[src/rtl/trap_pkg.sv]
package trap_pkg;
  localparam logic [1:0] MODE_M = 2'b11;
  localparam logic [1:0] MODE_U = 2'b00;
  localparam int CAUSE_LOAD_FAULT  = 5;
  localparam int CAUSE_STORE_FAULT = 7;

  typedef struct packed {
    logic capture;
    logic store;
  } trapCtl_t;
endpackage

[src/rtl/trap_entry_ctrl.sv]
module trap_entry_ctrl
  import trap_pkg::*;
(
  input  logic     clk,
  input  logic     rstN,
  input  logic     faultStrobe,
  input  logic     isStore,
  input  logic     instrWritesReg,
  output trapCtl_t ctl,
  output logic     rfWriteEn,
  output logic     trapTaken
);
  always_comb begin
    ctl.capture = faultStrobe;
    ctl.store   = isStore;
    rfWriteEn   = instrWritesReg & ~faultStrobe & ~isStore;
  end

  always_ff @(posedge clk) begin
    if (!rstN) trapTaken <= 1'b0;
    else       trapTaken <= faultStrobe;
  end

  assert_pulse_R7: assert property (@(posedge clk) disable iff (!rstN)
    faultStrobe |=> trapTaken);
  assert_idle_R7: assert property (@(posedge clk) disable iff (!rstN)
    !faultStrobe |=> !trapTaken);
  assert_no_store_write_R8: assert property (@(posedge clk) disable iff (!rstN)
    (isStore || faultStrobe) |-> !rfWriteEn);
endmodule

[src/rtl/trap_entry_datapath.sv]
module trap_entry_datapath
  import trap_pkg::*;
#(
  parameter int XLEN       = 32,
  parameter int ALIGN_BITS = 8
) (
  input  logic            clk,
  input  logic            rstN,
  input  trapCtl_t        ctl,
  input  logic [XLEN-1:0] faultAddr,
  input  logic [XLEN-1:0] faultPc,
  input  logic [1:0]      curPriv,
  input  logic            curMie,
  input  logic [XLEN-1:0] mtvec,
  output logic [XLEN-1:0] mcause,
  output logic [XLEN-1:0] mtval,
  output logic [XLEN-1:0] mepc,
  output logic            mstatusMie,
  output logic            mstatusMpie,
  output logic [1:0]      mstatusMpp,
  output logic [1:0]      privOut,
  output logic [XLEN-1:0] trapPc
);
  localparam int BASE_W = XLEN - ALIGN_BITS;

  logic [XLEN-1:0] causeSel;
  logic [1:0]      mppSel;
  logic [XLEN-1:0] vecTarget;

  always_comb begin
    causeSel  = ctl.store ? XLEN'(CAUSE_STORE_FAULT) : XLEN'(CAUSE_LOAD_FAULT);
    mppSel    = (curPriv == MODE_M) ? MODE_M : MODE_U;
    vecTarget = {mtvec[XLEN-1:ALIGN_BITS], {ALIGN_BITS{1'b0}}};
  end

  always_ff @(posedge clk) begin
    if (!rstN) begin
      mcause      <= '0;
      mtval       <= '0;
      mepc        <= '0;
      mstatusMie  <= 1'b0;
      mstatusMpie <= 1'b0;
      mstatusMpp  <= MODE_U;
      privOut     <= MODE_M;
      trapPc      <= '0;
    end else if (ctl.capture) begin
      mcause      <= causeSel;
      mtval       <= faultAddr;
      mepc        <= faultPc;
      mstatusMie  <= 1'b0;
      mstatusMpie <= curMie;
      mstatusMpp  <= mppSel;
      privOut     <= MODE_M;
      trapPc      <= vecTarget;
    end
  end

  assert_cause_R1: assert property (@(posedge clk) disable iff (!rstN)
    ctl.capture |=> mcause == ($past(ctl.store) ? XLEN'(7) : XLEN'(5)));
  assert_tval_R2: assert property (@(posedge clk) disable iff (!rstN)
    ctl.capture |=> mtval == $past(faultAddr));
  assert_status_R3: assert property (@(posedge clk) disable iff (!rstN)
    ctl.capture |=> (!mstatusMie && mstatusMpie == $past(curMie)));
  assert_mpp_R4: assert property (@(posedge clk) disable iff (!rstN)
    ctl.capture |=> mstatusMpp == (($past(curPriv) == 2'b11) ? 2'b11 : 2'b00));
  assert_epc_R5: assert property (@(posedge clk) disable iff (!rstN)
    ctl.capture |=> mepc == $past(faultPc));
  assert_priv_R6: assert property (@(posedge clk) disable iff (!rstN)
    ctl.capture |=> privOut == 2'b11);
  assert_target_R7: assert property (@(posedge clk) disable iff (!rstN)
    ctl.capture |=> (trapPc[XLEN-1:ALIGN_BITS] == $past(mtvec[XLEN-1:ALIGN_BITS])
                     && trapPc[ALIGN_BITS-1:0] == '0));
  assert_hold_R9: assert property (@(posedge clk) disable iff (!rstN)
    !ctl.capture |=> ($stable(mcause) && $stable(mtval) && $stable(mepc) &&
                      $stable(mstatusMie) && $stable(mstatusMpie) &&
                      $stable(mstatusMpp) && $stable(privOut) && $stable(trapPc)));
  initial assert (BASE_W > 0);
endmodule

[src/rtl/trap_entry_unit.sv]
module trap_entry_unit
  import trap_pkg::*;
#(
  parameter int XLEN       = 32,
  parameter int ALIGN_BITS = 8
) (
  input  logic            clk,
  input  logic            rstN,
  input  logic            faultStrobe,
  input  logic            isStore,
  input  logic [XLEN-1:0] faultAddr,
  input  logic [XLEN-1:0] faultPc,
  input  logic [1:0]      curPriv,
  input  logic            curMie,
  input  logic [XLEN-1:0] mtvec,
  input  logic            instrWritesReg,
  output logic            rfWriteEn,
  output logic [XLEN-1:0] mcause,
  output logic [XLEN-1:0] mtval,
  output logic [XLEN-1:0] mepc,
  output logic            mstatusMie,
  output logic            mstatusMpie,
  output logic [1:0]      mstatusMpp,
  output logic [1:0]      privOut,
  output logic [XLEN-1:0] trapPc,
  output logic            trapTaken
);
  trapCtl_t ctl;

  trap_entry_ctrl u_ctrl (
    .clk(clk), .rstN(rstN), .faultStrobe(faultStrobe), .isStore(isStore),
    .instrWritesReg(instrWritesReg), .ctl(ctl), .rfWriteEn(rfWriteEn),
    .trapTaken(trapTaken)
  );

  trap_entry_datapath #(.XLEN(XLEN), .ALIGN_BITS(ALIGN_BITS)) u_dp (
    .clk(clk), .rstN(rstN), .ctl(ctl), .faultAddr(faultAddr), .faultPc(faultPc),
    .curPriv(curPriv), .curMie(curMie), .mtvec(mtvec), .mcause(mcause),
    .mtval(mtval), .mepc(mepc), .mstatusMie(mstatusMie),
    .mstatusMpie(mstatusMpie), .mstatusMpp(mstatusMpp), .privOut(privOut),
    .trapPc(trapPc)
  );

  assert_reset_R10: assert property (@(posedge clk)
    !rstN |=> (privOut == 2'b11 && mcause == '0 && !trapTaken && trapPc == '0));
endmodule

[config.mk]
export PLATFORM = sky130hd
export DESIGN_NAME = trap_entry_unit
export DESIGN_NICKNAME = d
export VERILOG_FILES = /design/src/rtl/trap_pkg.sv /design/src/rtl/trap_entry_ctrl.sv /design/src/rtl/trap_entry_datapath.sv /design/src/rtl/trap_entry_unit.sv
export SDC_FILE = /design/constraint.sdc
export NUM_CORES = 1
export LEC_CHECK = 0
export BUFFER_PORTS_ARGS = -buffer_cell sky130_fd_sc_hd__buf_2
export CORE_MARGIN = 5
export CORE_UTILIZATION = 39
export CTS_CLUSTER_SIZE = 25
export DETAILED_ROUTE_END_ITERATION = 7
export PLACE_DENSITY = 0.74
export SYNTH_ARGS = -nofsm -noshare
export SYNTH_HDL_FRONTEND = slang
export SYNTH_SLANG_ARGS = --single-unit
[constraint.sdc]
create_clock -name clk -period 1.1 [get_ports clk]
set_clock_uncertainty 0.15 [all_clocks]
set_input_delay 0.22 -clock clk [delete_from_list [all_inputs] [get_ports clk]]
set_output_delay 0.22 -clock clk [all_outputs]
set_load 0.005 [all_outputs]
# Word-level counts from Yosys, hierarchy flattened
# Cells that the tools add are included.
[totals]
inputBits = 104
register_bits = 124
wordCells = 14
out_inout_bits = 136
[classes]
eq_ne = 1
n_mux = 2
bitwise_logic = 4
[ops]
columns = ["cell", "count"]
rows = [
  ["2-bit 2-to-1 mux", 2],
  ["1-bit AND", 2],
  ["2-bit equality test, second input constant", 1],
  ["1-bit inverter", 2],
]

# Longest topological paths before layout
# Gate-level depths: netlist of the first run.
[depth]
word_depth = 3
ltp_mapped = 5
depth_no_buf = 2

# By module
# A second synthesis of the first run with hierarchy kept.
[hier_totals]
cells_unflattened = 346
hier_area_um2 = 3925.0
[by_module_without_submodules]
columns = ["module", "seq_area_each_um2", "area_each_um2", "cells_each", "instances"]
rows = [
  ["trap_entry_datapath", 1841.8, 3870.0, 341, 1],
  ["trap_entry_ctrl", 20.0, 55.1, 5, 1],
]

# Worst setup path after synthesis of the first run
# Ideal clock, no wire load.
[synth_timing]
path_kind = "input to output"
start = "in faultStrobe"
end = "out rfWriteEn"
path_slack_ns = -0.137
path_buffers = 3
required_ns = 0.730
t_arrival_ns = 0.867
cell_stages = 4
cell_sequence = "buf_4 -> buf_12 -> buf_8 -> nor3b_1"
[synth_via]
elab_chain_cells = 3
[synth_rtl]
columns = ["element", "line_no", "rtl"]
rows = [
  ["start, declared", "trap_entry_unit.sv:9", "input logic faultStrobe,"],
  ["1-bit inverter", "trap_entry_ctrl.sv:16", "rfWriteEn = instrWritesReg & ~faultStrobe & ~isStore;"],
  ["1-bit AND (2 in series)", "trap_entry_ctrl.sv:16", ""],
  ["end, declared", "trap_entry_unit.sv:17", "output logic rfWriteEn,"],
]
# No other way between the ends.

==> reports/results.ini, run 1 <==
[run_status]
status=complete, but fails checks
violations=setup timing

[yosys]
synth-seq-cells=93
synthMostInstantiatedCell=dfxtp_1
synthCells=343
yosysSeqAreaShare_pct=47.83
yosys_warnings=0
netlist_top_cells_area=dfxtp_1 48%, mux2i_1 23%, nor2b_1 15%, buf_4 8.9%, buf_12 3.1%
synth_largest_area_cell=dfxtp_1
yosys-top-cells-count=93 x dfxtp_1, 91 x nor2b_1, 90 x mux2i_1
synth_top_area_share_pct=47.83
synth_ff_type=dfxtp_1
synth_edf_count=0
synth_area_per_cell_sq_um=11.35
syn_area_sq_um=3892
async_reset_ff_share_pct=0
synthDistinctLibCells=13

[hold_path]
min_path_cells=3
hold_class=input port to flip-flop

[cts]
clk_latency_ns=0.35
h-tree-depth=3
path_clk_slew_ns=0.08
clkSinkCount=93
clockBufferDepth=2
cts-root-buf=clkbuf_8
cts_made_buffers=9
cts_tree=done

[layout]
final_cells=782
drive_gt1_share_pct=51.93
diodes=0
fin_nets=750
design_area_sq_um=6531
area_growth_pct=67.79

[die]
num_io_pins=240
die_area_sq_um=12080
die_h_um=109.9
initial_core_util_pct=39.82
placementRows=36
die_x_um=109.9
coreArea_sq_um=9774

[placed_design]
io_buffer_count=191
pre_cts_ws_ns=-0.1199
gp_congestion=0.7210
dp_hpwl_um=7023
dpl_cell_area_sq_um=4891
place_inst=663

[routing]
via_count=3375
routedWlPerCell_um=15.16
drt_iter0_markers=64
drt-total-wl_um=11850
via_per_inst=4.316
drc_errors=0
drtAntennaViolNets=0
first_pass_iters=4

[worst_setup_path]
cp_slowest_stage_delay_ns=0.35
worstRegToRegCells=4
cp.depth=1
cp_max_fo=3
worstPathCellList=buf_2
cp_data_required_time_ns=0.73
reg2reg_slack_ns=0.05
worstPathArrival_ns=0.81
cp-end-kind=output pin
critPathSlowestCell=dfxtp_2
path_buf_inv=1
path_delay_family=flip-flops
crit_path_start_kind=flip-flop
crit_type=flip-flop to output pin

[power]
seqPwrFrac_pct=51.4
p_int_mw=5.476
leakagePower_nw=3.227
pwr-share-comb_pct=20.5
sw_frac_of_total_pct=24.73
power_mw=7.275
p_switching_mw=1.799
power_frac_clock_pct=28.1
peakVddDrop_mv=0.6298
cellPowerDensity_nw_per_um2=1114

[global_routing]
grt_max_degree=47
grt_pass1_vias=3589
grt_pass1_wl_um=16970
overflow=0
antenna_found_initial=0
grt_use_total_pct=18.05

[timing]
fin_crit_ns=1.179
setup_ws_ns=-0.07922
drv_slew=0
rsz0062_at_grt=true
fin_setup_tns_ns=-6.103
setup-violations-final=95
hold_viol=0
post-route-period-util_pct=107.2
fmax_mhz=848.0

[run]
maxCapViolCount=0

-- state kept, by name (all words and copies together), names as in the netlist --
name / cells
u_dp.mepc: 32
u_dp.mtval: 32
u_dp.trapPc: 24
u_dp.mcause: 2
u_ctrl.trapTaken: 1
u_dp.mstatusMpie: 1
u_dp.mstatusMpp: 1
-- placed cells by master, fill, tap and decap left out --
cell type,netlist,routed
nor3b_2,0,1
clkinv_2,0,2
buf_4,46,33
conb_1,2,40
nor2b_1,91,91
o21a_1,1,1
clkbuf_1,9,1
dfxtp_1,93,1
mux2i_1,90,90
buf_2,1,132
and2_4,1,1
clkbuf_8,0,11
dfxtp_2,0,92
buf_12,6,6
dlygate4sd3_1,0,87
a32o_1,1,1
buf_6,0,59
-- routing by layer --
metal / part of all wire (%) / global-route usage [%]
met5: 0 / 0
met4: 2.6 / 6.144
met3: 8.4 / 5.285
met2: 55 / 36.14
met1: 34 / 17.10
-- worst min-delay path, cell delays in order --
cell and delay (ns):
buf_2 0.08, mux2i_1 0.05, nor2b_1 0.11
-- cell families after synthesis --
group,count (synthesis),synth area share (%)
DFF,93,47.83
and+or+nand+nor,93,15.04
muxes,90,23.14
buffers and inverters,63,13.34
AOI/OAI and AO/OA,2,0.4501
other,2,0.1929
-- repair_timing --
| action | in CTS | in global routing |
|---|---|---|
| endpoints found under the setup margin | 96 | 96 |
| hold buffers | 87 | 0 |
| endpoints found under the hold margin | 86 | 0 |
| buffers inserted | 10 | 9 |
| gates resized for setup | 113 | 38 |
-- worst paths after layout --
path / from / to
setup reg to reg: u_dp.mtval[20] / u_dp.mtval[20]
setup / recovery: u_dp.mstatusMpp[0] / mstatusMpp[1]
hold / removal: mtvec[18] / u_dp.trapPc[18]
hold reg to reg: u_dp.mepc[18] / u_dp.mepc[18]
-- metrics by stage --
stage                     hold slack (ns)  utilization [%]
after floorplan                    0.2197                -
after global placement             0.3103            50.04
after detailed placement           0.3321            50.04
after CTS                        0.002838            63.72
after global routing             0.007489            66.82
final                            0.008467            66.82
-- power by group through the flow --
stage	clock network [mW]	registers [mW]	logic, mW
2_1_floorplan	0	3.76	0.632
3_3_place_gp	0	3.73	1.00
3_5_place_dp	0	3.74	1.03
4_1_cts	2.09	3.71	1.34
5_1_grt	2.24	3.77	1.61
6_report	2.04	3.74	1.49
-- cell type report --
| type | instances | area [sq um] |
|---|---|---|
| clock buffers | 12 | 155.1 |
| clock inverters | 2 | 10.01 |
| fillers | 690 | 3243 |
| multi-input cells | 225 | 1659 |
| flip-flops and latches | 93 | 1977 |
| well taps | 133 | 166.4 |
| repair buffers | 317 | 2564 |
(Power assumes the default switching activity.)
==> run 2, diff against run 1 <==
--- a/config.mk
+++ b/config.mk
@@ -8,8 +8,10 @@
 export BUFFER_PORTS_ARGS = -buffer_cell sky130_fd_sc_hd__buf_2
 export CORE_MARGIN = 5
 export CORE_UTILIZATION = 39
+export CTS_BUF_LIST = sky130_fd_sc_hd__clkbuf_16
 export CTS_CLUSTER_SIZE = 25
 export DETAILED_ROUTE_END_ITERATION = 7
+export MAX_ROUTING_LAYER = met4
 export PLACE_DENSITY = 0.74
 export SYNTH_ARGS = -nofsm -noshare
 export SYNTH_HDL_FRONTEND = slang
==> constraint.sdc (replaced) <==
create_clock -name clk -period 1 [get_ports clk]
set_clock_uncertainty 0.15 [all_clocks]
set_input_delay 0.2 -clock clk [delete_from_list [all_inputs] [get_ports clk]]
set_output_delay 0.2 -clock clk [all_outputs]
set_load 0.005 [all_outputs]
==> reports/results.ini, run 2 (synthesized netlist as in run 1, its figures left out) <==
[global_routing]
antenna_found_initial=0  ; unchanged
grt_use_total_pct=17.21  ; -0.84 points
gr-usage-met3_pct=3.758  ; -1.5 points
grt_max_degree=48  ; +2.1%
busiest_layer=met2
use_met2_pct=31.80  ; -4.3 points
overflow=0  ; unchanged
grt.met1_usage_pct=17.38  ; +0.28 points
grt_pass1_wl_um=15800  ; -6.9%
grt_pass1_vias=3386  ; -5.7%

[cts]
clkSinkCount=93  ; unchanged
clk_latency_ns=0.32  ; -0.03 ns
cts-root-buf=clkbuf_16
h-tree-depth=3  ; unchanged
cts_tree=done
cts_made_buffers=9  ; unchanged
clockBufferDepth=2  ; unchanged
path_clk_slew_ns=0.06  ; -0.02 ns

[run]
maxCapViolCount=0  ; unchanged

[timing]
post-route-period-util_pct=113.4
fin_setup_tns_ns=-10.55  ; -4.451 ns
fmax_mhz=882.2
setup-violations-final=99  ; +4.2%
hold_viol=0  ; unchanged
fin_crit_ns=1.134
setup_ws_ns=-0.1336  ; -0.05437 ns
rsz0062_at_grt=true
drv_slew=0  ; unchanged

[power]
seqPwrFrac_pct=46.3  ; -5.1 points
pwr-share-comb_pct=17.5  ; -3.0 points
p_switching_mw=2.037  ; +13%
power_frac_clock_pct=36.2  ; +8.1 points
peakVddDrop_mv=0.9748  ; +55%
leakagePower_nw=3.246  ; +0.58%
p_int_mw=6.866  ; +25%
power_mw=8.903  ; +22%
cellPowerDensity_nw_per_um2=1382  ; +24%
sw_frac_of_total_pct=22.88  ; -1.8 points

[routing]
first_pass_iters=4  ; unchanged
drc_errors=0  ; unchanged
via_count=3141  ; -6.9%
drtAntennaViolNets=0  ; unchanged
drt-total-wl_um=11210  ; -5.4%
routedWlPerCell_um=15.13  ; -0.17%
drt_iter0_markers=70  ; +9.4%
via_per_inst=4.239  ; -1.8%

[layout]
area_growth_pct=65.51
reg_top3=u_dp.mepc: 32 flops, u_dp.mtval: 32 flops, u_dp.trapPc: 24 flops
final_cell_mix=98 x buf_2, 92 x dfxtp_2, 91 x nor2b_1
diodes=0  ; unchanged
fin_nets=707  ; -5.7%
design_area_sq_um=6442  ; -1.4%
regArea_sq_um=1977  ; unchanged
multi_input_area_sq_um=1663  ; +0.23%
drive_gt1_share_pct=49.84  ; -2.1 points
final_common_cell=buf_2
fin_util_pct=65.91  ; -0.91 points
fillers=693  ; +0.43%

[die]
placementRows=36  ; unchanged
initial_core_util_pct=39.82  ; unchanged
die_h_um=109.9  ; unchanged
num_io_pins=240  ; unchanged
coreArea_sq_um=9774  ; unchanged
die_x_um=109.9  ; unchanged
die_area_sq_um=12080  ; unchanged

[run_status]
violations=setup timing
status=complete, but fails checks

[worst_setup_path]
crit_path_start_kind=flip-flop
crit_type=flip-flop to output pin
cp-end-kind=output pin
path_buf_inv=1  ; unchanged
cp_slowest_stage_delay_ns=0.36  ; about the same
worstPathCellList=buf_6
cp_max_fo=3  ; unchanged
worstPathArrival_ns=0.78  ; -0.03 ns
critPathSlowestCell=dfxtp_2
cp_data_required_time_ns=0.65  ; -0.08 ns
path_delay_family=flip-flops

[placed_design]
dp_hpwl_um=6502  ; -7.4%
gp_congestion=0.6906  ; -4.2%
pre_cts_ws_ns=-0.2312  ; -0.1113 ns
io_buffer_count=191  ; unchanged
dpl_cell_area_sq_um=4786  ; -2.1%

[hold_path]
hold_class=input port to flip-flop

[run 2: cell count changes in the layout (fill, tap and decap cells not counted), moves of 2 or more]
cell and change:
buf_4 -3, buf_12 -2, buf_2 -34, dlymetal6s4s_1 +16, buf_6 +4, clkbuf_8 -11
clkinv_1 +3, clkbuf_16 +9, dlygate4sd3_1 -25
[run 2: final timing paths]
path / startpoint / end / slack [ns] / cells after the start
worst min-delay path: faultPc[6] / u_dp.mepc[6] / 0.0007 / 3
worst max register to register: u_dp.mepc[8] / u_dp.mepc[8] / 0 / 4
worst max-delay path: u_dp.mstatusMpp[0] / mstatusMpp[1] / -0.13 / 1
worst min register to register: u_dp.mcause[0] / u_dp.mcause[0] / 0.31 / 1
[run 2: per-layer routing]
layer,routed length (um),share of wire [%]
met3,908,8.1
met2,6067,54
met4,251,2.2
met1,3985,36
met5,0,0
[run 2: through the flow]
| stage | hold WS, ns | std cells |
|---|---|---|
| final | 0.0007324 | 741 |
| after global routing | -0.008779 | 741 |
| after CTS | 0.001029 | 753 |
| after detailed placement | 0.2985 | 654 |
| after global placement | 0.2880 | 654 |
| after floorplan | 0.1997 | 381 |
[run 2: final cells by class]
cell class	instances	share of cell area, %
timing repair buffer	274	36.53
sequential	93	30.69
multi-input combinational	225	25.81
clock buffer	9	3.496
tap	133	2.583
clock inverter	7	0.8934
[run 2: repair_timing]
item	CTS	global route
endpoints found under the setup margin	96	142
resized for setup	110	66
pin swaps	0	1
hold buffers	78	0
buffers inserted	5	18
endpoints found under the hold margin	77	0
cloned	0	0
[run 2: power groups by stage]
stage	Clock, mW	Combinational [mW]	Sequential [mW]
after floorplan	0	0.696	4.13
after global placement	0	1.06	4.10
after detailed placement	0	1.08	4.11
after CTS	3.29	1.39	4.08
after global routing	3.44	1.70	4.15
final	3.22	1.56	4.12
